$ cat src/rtl/ifetch_pkg.sv
`timescale 1ns/1ps
package ifetch_pkg;
  localparam int MAX_LEN = 5;
  localparam int LEN_W   = $clog2(MAX_LEN + 1);
  localparam int BYTE_W  = 8;

  typedef enum logic [3:0] {
    FMT_NONE, FMT_R1, FMT_R2, FMT_R3, FMT_RI16, FMT_A16,
    FMT_RRA, FMT_RA24, FMT_RV8, FMT_LINE, FMT_LA16
  } fmt_e;

  typedef enum logic [1:0] {ST_ISSUE, ST_WAIT, ST_HOLD} st_e;

  function automatic logic [LEN_W-1:0] fmt_len(fmt_e f);
    case (f)
      FMT_R1, FMT_LINE:           fmt_len = LEN_W'(2);
      FMT_R2, FMT_A16, FMT_RV8:   fmt_len = LEN_W'(3);
      FMT_R3, FMT_RI16, FMT_LA16: fmt_len = LEN_W'(4);
      FMT_RRA, FMT_RA24:          fmt_len = LEN_W'(5);
      default:                    fmt_len = LEN_W'(1);
    endcase
  endfunction
endpackage

$ cat src/rtl/ifetch_optab.sv
`timescale 1ns/1ps
module ifetch_optab
  import ifetch_pkg::*;
(
  input  logic [BYTE_W-1:0] op,
  output fmt_e              fmt,
  output logic              illegal
);
  always_comb begin
    illegal = 1'b0;
    case (op) inside
      8'h00, 8'h08, 8'h12, 8'h13, 8'h21, 8'h22, 8'h25, 8'h2F,
      [8'h32:8'h35]:                                   fmt = FMT_NONE;
      8'h09, 8'h0A, [8'h0E:8'h10], 8'h14, 8'h15, 8'h26,
      8'h27, 8'h44, 8'h45:                             fmt = FMT_R1;
      8'h11, 8'h23, 8'h24, 8'h28, 8'h29, [8'h3A:8'h3D],
      8'h3F, 8'h40:                                    fmt = FMT_R2;
      8'h01, 8'h02, 8'h0B, 8'h0D, [8'h16:8'h18], 8'h1F,
      8'h20, 8'h46:                                    fmt = FMT_R3;
      [8'h03:8'h05], [8'h2A:8'h2D], 8'h36, 8'h37:      fmt = FMT_RI16;
      8'h06, 8'h07, 8'h41, 8'h42:                      fmt = FMT_A16;
      [8'h19:8'h1E]:                                   fmt = FMT_RRA;
      8'h30, 8'h31, 8'h38, 8'h39:                      fmt = FMT_RA24;
      8'h43:                                           fmt = FMT_RV8;
      8'h2E:                                           fmt = FMT_LINE;
      8'h3E:                                           fmt = FMT_LA16;
      default: begin
        fmt     = FMT_NONE;
        illegal = 1'b1;
      end
    endcase
  end
endmodule

$ cat src/rtl/ifetch_fields.sv
`timescale 1ns/1ps
module ifetch_fields
  import ifetch_pkg::*;
#(
  parameter int REG_W = 4
) (
  input  fmt_e                           fmt,
  input  logic [MAX_LEN-1:0][BYTE_W-1:0] byt,
  output logic [REG_W-1:0]               ra,
  output logic [REG_W-1:0]               rb,
  output logic [REG_W-1:0]               rc,
  output logic [2*BYTE_W-1:0]            imm16,
  output logic [3*BYTE_W-1:0]            addr24,
  output logic [BYTE_W-1:0]              byte8
);
  always_comb begin
    ra = '0; rb = '0; rc = '0; imm16 = '0; addr24 = '0; byte8 = '0;
    case (fmt)
      FMT_R1: ra = byt[1][REG_W-1:0];
      FMT_R2: begin
        ra = byt[1][REG_W-1:0];
        rb = byt[2][REG_W-1:0];
      end
      FMT_R3: begin
        ra = byt[1][REG_W-1:0];
        rb = byt[2][REG_W-1:0];
        rc = byt[3][REG_W-1:0];
      end
      FMT_RI16: begin
        ra    = byt[1][REG_W-1:0];
        imm16 = {byt[2], byt[3]};
      end
      FMT_A16: imm16 = {byt[1], byt[2]};
      FMT_RRA: begin
        ra    = byt[1][REG_W-1:0];
        rb    = byt[2][REG_W-1:0];
        imm16 = {byt[3], byt[4]};
      end
      FMT_RA24: begin
        ra     = byt[1][REG_W-1:0];
        addr24 = {byt[2], byt[3], byt[4]};
      end
      FMT_RV8: begin
        ra    = byt[1][REG_W-1:0];
        byte8 = byt[2];
      end
      FMT_LINE: byte8 = byt[1];
      FMT_LA16: begin
        byte8 = byt[1];
        imm16 = {byt[2], byt[3]};
      end
      default: ;
    endcase
  end
endmodule

$ cat src/rtl/ifetch_top.sv
`timescale 1ns/1ps
module ifetch_top
  import ifetch_pkg::*;
#(
  parameter int          PC_W     = 16,
  parameter int          REG_W    = 4,
  parameter logic [15:0] RESET_PC = 16'h0100
) (
  input  logic                clk,
  input  logic                rst_n,
  input  logic                redirect,
  input  logic [PC_W-1:0]     redirect_pc,
  output logic                mem_rd_en,
  output logic [PC_W-1:0]     mem_addr,
  input  logic [BYTE_W-1:0]   mem_rdata,
  output logic                out_valid,
  input  logic                out_ready,
  output logic [PC_W-1:0]     out_pc,
  output logic [BYTE_W-1:0]   out_op,
  output logic [LEN_W-1:0]    out_len,
  output logic [REG_W-1:0]    out_ra,
  output logic [REG_W-1:0]    out_rb,
  output logic [REG_W-1:0]    out_rc,
  output logic [2*BYTE_W-1:0] out_imm16,
  output logic [3*BYTE_W-1:0] out_addr24,
  output logic [BYTE_W-1:0]   out_byte8,
  output logic                out_illegal
);
  st_e                            st_q;
  logic [PC_W-1:0]                pc_q, ipc_q;
  logic [LEN_W-1:0]               cnt_q, len_q, cur_len;
  fmt_e                           fmt_q, new_fmt;
  logic                           ill_q, new_ill, capture, last;
  logic [MAX_LEN-1:0][BYTE_W-1:0] bytes_q;

  ifetch_optab u_tab (.op(mem_rdata), .fmt(new_fmt), .illegal(new_ill));

  assign capture = (st_q == ST_WAIT) && !redirect;
  assign cur_len = (cnt_q == '0) ? fmt_len(new_fmt) : len_q;
  assign last    = (cnt_q + LEN_W'(1)) == cur_len;

  always_ff @(posedge clk) begin
    if (!rst_n) begin
      st_q  <= ST_ISSUE;
      pc_q  <= PC_W'(RESET_PC);
      ipc_q <= PC_W'(RESET_PC);
      cnt_q <= '0;
      len_q <= LEN_W'(1);
      fmt_q <= FMT_NONE;
      ill_q <= 1'b0;
    end else if (redirect) begin
      st_q  <= ST_ISSUE;
      pc_q  <= redirect_pc;
      ipc_q <= redirect_pc;
      cnt_q <= '0;
    end else begin
      case (st_q)
        ST_ISSUE: begin
          pc_q <= pc_q + PC_W'(1);
          st_q <= ST_WAIT;
        end
        ST_WAIT: begin
          if (cnt_q == '0) begin
            fmt_q <= new_fmt;
            ill_q <= new_ill;
            len_q <= fmt_len(new_fmt);
          end
          cnt_q <= cnt_q + LEN_W'(1);
          st_q  <= last ? ST_HOLD : ST_ISSUE;
        end
        default: begin
          if (out_ready) begin
            cnt_q <= '0;
            ipc_q <= pc_q;
            st_q  <= ST_ISSUE;
          end
        end
      endcase
    end
  end

  for (genvar i = 0; i < MAX_LEN; i++) begin : g_slot
    always_ff @(posedge clk) begin
      if (!rst_n)
        bytes_q[i] <= '0;
      else if (capture && cnt_q == LEN_W'(i))
        bytes_q[i] <= mem_rdata;
    end
  end

  ifetch_fields #(.REG_W(REG_W)) u_fields (
    .fmt(fmt_q), .byt(bytes_q), .ra(out_ra), .rb(out_rb), .rc(out_rc),
    .imm16(out_imm16), .addr24(out_addr24), .byte8(out_byte8)
  );

  assign mem_rd_en   = (st_q == ST_ISSUE) && !redirect;
  assign mem_addr    = pc_q;
  assign out_valid   = (st_q == ST_HOLD);
  assign out_pc      = ipc_q;
  assign out_op      = bytes_q[0];
  assign out_len     = len_q;
  assign out_illegal = ill_q;
endmodule

$ cat config.mk
export PLATFORM = sky130hd
export DESIGN_NAME = ifetch_top
export DESIGN_NICKNAME = d
export VERILOG_FILES = /design/src/rtl/ifetch_pkg.sv /design/src/rtl/ifetch_optab.sv /design/src/rtl/ifetch_fields.sv /design/src/rtl/ifetch_top.sv
export SDC_FILE = /design/constraint.sdc
export NUM_CORES = 1
export LEC_CHECK = 0
export BUFFER_PORTS_ARGS = -buffer_cell sky130_fd_sc_hd__buf_2
export CAP_MARGIN = 25
export CORE_MARGIN = 2
export CORE_UTILIZATION = 35
export DETAILED_ROUTE_END_ITERATION = 8
export PLACE_DENSITY = 0.55
export SETUP_SLACK_MARGIN = 0.02
export SLEW_MARGIN = 20
export SYNTH_ARGS = -nofsm -noshare
export SYNTH_HDL_FRONTEND = slang
export SYNTH_SLANG_ARGS = --single-unit
$ cat constraint.sdc
create_clock -name clk -period 3.6 [get_ports clk]
set_clock_uncertainty 0.15 [all_clocks]
set_input_delay 0.36 -clock clk [delete_from_list [all_inputs] [get_ports clk]]
set_output_delay 0.36 -clock clk [all_outputs]
set_load 0.02 [all_outputs]
==> metrics <==
Critical Path Start mem_rdata[4]; Fill cells 1478; CTS resizes 0; Avg Cell Area, Syn 7.754 µm²; post-synth cell types 61; H-tree levels 3; vias in the first global route 4952; # Post-CTS Setup Buffers 0; I/O pin cnt 134; P_leak 2.831 nW; Clk Latency, worst-skew pair 0.34 ns; worst reg2reg setup slack 1.21 ns; area grow syn2layout 23.01%; Startpoint Class input port; WP data required 3.68 ns; pre-CTS setup slack 0.1494 ns; worst-margin pin slew 0.9490 ns; largest net degree at the start of global routing 67; Post-synth EDFFs 0; Final Hold Viols 0; TritonCTS Sinks 85; Setup Viol. Count Final 0; peak supply drop 0.0002231 V; Final TNS setup 0 ns; hold crit path type in2reg; pwr/cell area 371.3 mW/mm²; total routed wirelength 15810 µm; std cell rows 44; DIE AREA 0.01561 mm²; Final period util 85.96%; worst setup path end st_q[1]; RR Endpoint out_illegal; final core utilization 43.64%; Ys Warns 0; clock-pin transition on the worst setup and hold timing paths 0.06 ns; Slew Limit Fails 0; fraction of layout cells with a size suffix above 1 24.04%; post-route ant nets 0; I/O Buffers 133; RSZ-0062 raised after global routing false; R2R Path Start st_q[0]; Crit Path Class in2reg; core area 0.01442 mm²; GRT Total Usage 20.07%; cell count of the worst reg-to-reg path 8; Yosys reg bits 85; Remaining Overflow, GRT 0; DP Wirelength 11610 µm; initial antenna violation count 0; Post-synth ARST share 0%; clock buffer depth 2; fmax 0.3232 GHz; CP endpoint kind register; status finished clean; CTS tree built; Starting Density 35.48%; routability-driven placement congestion ratio 0.8451; drt via density 5.372; Mapped Cells 660; synthesized area 0.005117 mm²; Rel. slew slack 36.58%; via count 5189; register area share after synthesis 33.25%; Worst Path Arrival 3.17 ns; prevailing post-synth register cell dfxtp_1; crit-path max FO 4; Die Y 124.9 µm; clk root buf clkbuf_16; first-pass GRT wire length 25880 µm; MaxCap Viol Count 0; total CTS buffers 9; 1st-pass router iterations 5; routed len/inst 16.37 µm; first-iteration detailed-routing DRC count 310; min Tclk post-route 3.095 ns; CTS Hold Bufs 0; ANT cells 0; Final Worst Setup Slack 0.5055 ns; net total in the final layout 815; syn nets 697; Remaining DRCs 0; Die Wd 124.9 µm
[report_power, final]
group | leakage [nW] | internal, mW | switching, mW
clock network | 0.156 | 0.605 | 0.385
registers | 0.694 | 0.975 | 0.0349
logic | 1.98 | 0.130 | 0.207
[state kept, by name, summed over array words and instances, names as in the netlist]
| name | cells |
|---|---|
| out_illegal | 1 |
| st_q | 2 |
| cnt_q | 3 |
| out_pc | 16 |
| mem_addr | 16 |
| fmt_q | 4 |
| out_op | 8 |
| out_len | 3 |
| bytes_q | 32 |
[cell usage after synthesis (all sizes together) (2+ instances only)]
cell type / instances / area share, %
nand2: 86 / 6.3
nor4b: 3 / 0.64
buf: 18 / 2.2
or3: 7 / 0.86
xnor2: 11 / 1.9
nor4: 4 / 0.49
a22oi: 9 / 1.3
a222oi: 16 / 3.1
and3: 7 / 0.95
a21boi: 35 / 5.1
nand3: 29 / 2.8
nor2b: 19 / 2.3
a21oi: 47 / 4.8
nand4: 5 / 0.61
clkbuf: 38 / 2.8
a31oi: 3 / 0.37
nand2b: 7 / 0.86
o22a: 3 / 0.51
and2: 35 / 4.3
nor3: 10 / 0.98
o21ai: 30 / 3.0
a2111oi: 2 / 0.37
mux2i: 27 / 5.3
nor3b: 3 / 0.44
ha: 9 / 2.2
a211oi: 6 / 0.88
dfxtp: 85 / 33
o211a: 2 / 0.39
or4b: 2 / 0.39
xor2: 9 / 1.5
nor2: 42 / 3.1
inv: 30 / 2.2
o211ai: 3 / 0.44
[cells by family (layout without fill, tap and decap cells)]
| logic type | Yosys count | in the layout | share of synthesized area, % |
|---|---|---|---|
| buffers and inverters | 86 | 208 | 7.213 |
| XOR/XNOR | 20 | 20 | 3.423 |
| flip-flops | 85 | 85 | 33.25 |
| AND/OR/NAND/NOR | 266 | 266 | 26.21 |
| multiplexers | 28 | 28 | 5.501 |
| adder cells (fa/ha/maj) | 9 | 9 | 2.201 |
| AO/OA/AOI/OAI | 166 | 166 | 22.20 |
[worst min-delay path by stage]
| stage | cells past startpoint | to | startpoint | slack, ns |
|---|---|---|---|---|
| 3_3_place_gp | 2 | out_op[5] | out_op[5] | 0.30 |
| 5_1_grt | 3 | mem_addr[8] | redirect_pc[8] | 0.18 |
| 3_5_place_dp | 2 | out_illegal | out_illegal | 0.31 |
| 6_report | 3 | out_pc[5] | redirect_pc[5] | 0.16 |
| 2_1_floorplan | 2 | out_op[4] | out_op[4] | 0.29 |
| 4_1_cts | 3 | mem_addr[8] | redirect_pc[8] | 0.14 |
[cell usage in the layout, fill, tap and decap left out, types with 2 or more instances in the layout]
master	count
nor4_1	4
o211ai_1	3
a21oi_1	46
or3_1	7
clkinv_2	2
nand3_1	29
nand2_1	86
a22oi_1	9
nand2b_1	7
a21boi_0	32
ha_1	9
and3_1	6
o21ai_0	25
a211oi_1	6
nor3b_1	3
or4b_1	2
and2_1	35
nor2_1	42
mux2i_1	27
o22a_1	3
inv_1	30
o21ai_1	4
nor4b_1	2
xnor2_1	11
nor2b_1	19
dfxtp_1	85
nor3_1	10
buf_2	133
clkbuf_16	9
o211a_1	2
a222oi_1	16
nand4_1	5
bufinv_16	2
a21boi_1	3
xor2_1	9
buf_4	30
a31oi_1	3
[final cells by class]
class / instances / area, µm² / area share [%]
clock buffers: 9 / 225.2 / 3.578
clock inverters: 6 / 87.58 / 1.391
inverters: 30 / 112.6 / 1.789
multi-input cells: 489 / 3047 / 48.40
flip-flops and latches: 85 / 1702 / 27.03
well taps: 184 / 230.2 / 3.657
repair buffers: 163 / 890.9 / 14.15
[per-stage QoR]
stage          total power [mW]  cells  area [µm²]  hold slack [ns]
5_1_grt                   2.439    966        6295           0.1839
2_1_floorplan             1.248    660        5117           0.2938
3_3_place_gp              1.362    951        5982           0.2995
6_report                  2.337    966        6295           0.1641
3_5_place_dp              1.367    951        5982           0.3124
4_1_cts                   2.365    966        6295           0.1423
[critical path, cell delays in order]
cell       delay (ns)
buf_2            0.12
or4_4            0.53
or3_1            0.35
a31oi_1          0.17
a2111oi_1        0.08
buf_4            0.16
nor4b_1          0.14
nand2_1          0.11
inv_1            0.06
ha_1             0.29
mux2_2           0.29
or3_1            0.34
nand4_1          0.12
o31ai_2          0.06
[per-layer routing]
metal	vias up	wire length [µm]	GRT usage (%)
met4	0	278	6.405
met2	180	7285	32.79
met1	2439	7480	27.52
met5	-	0	0
li1	2546	-	-
met3	24	768	2.792
Note: power is estimated with default switching activity, not from simulation.
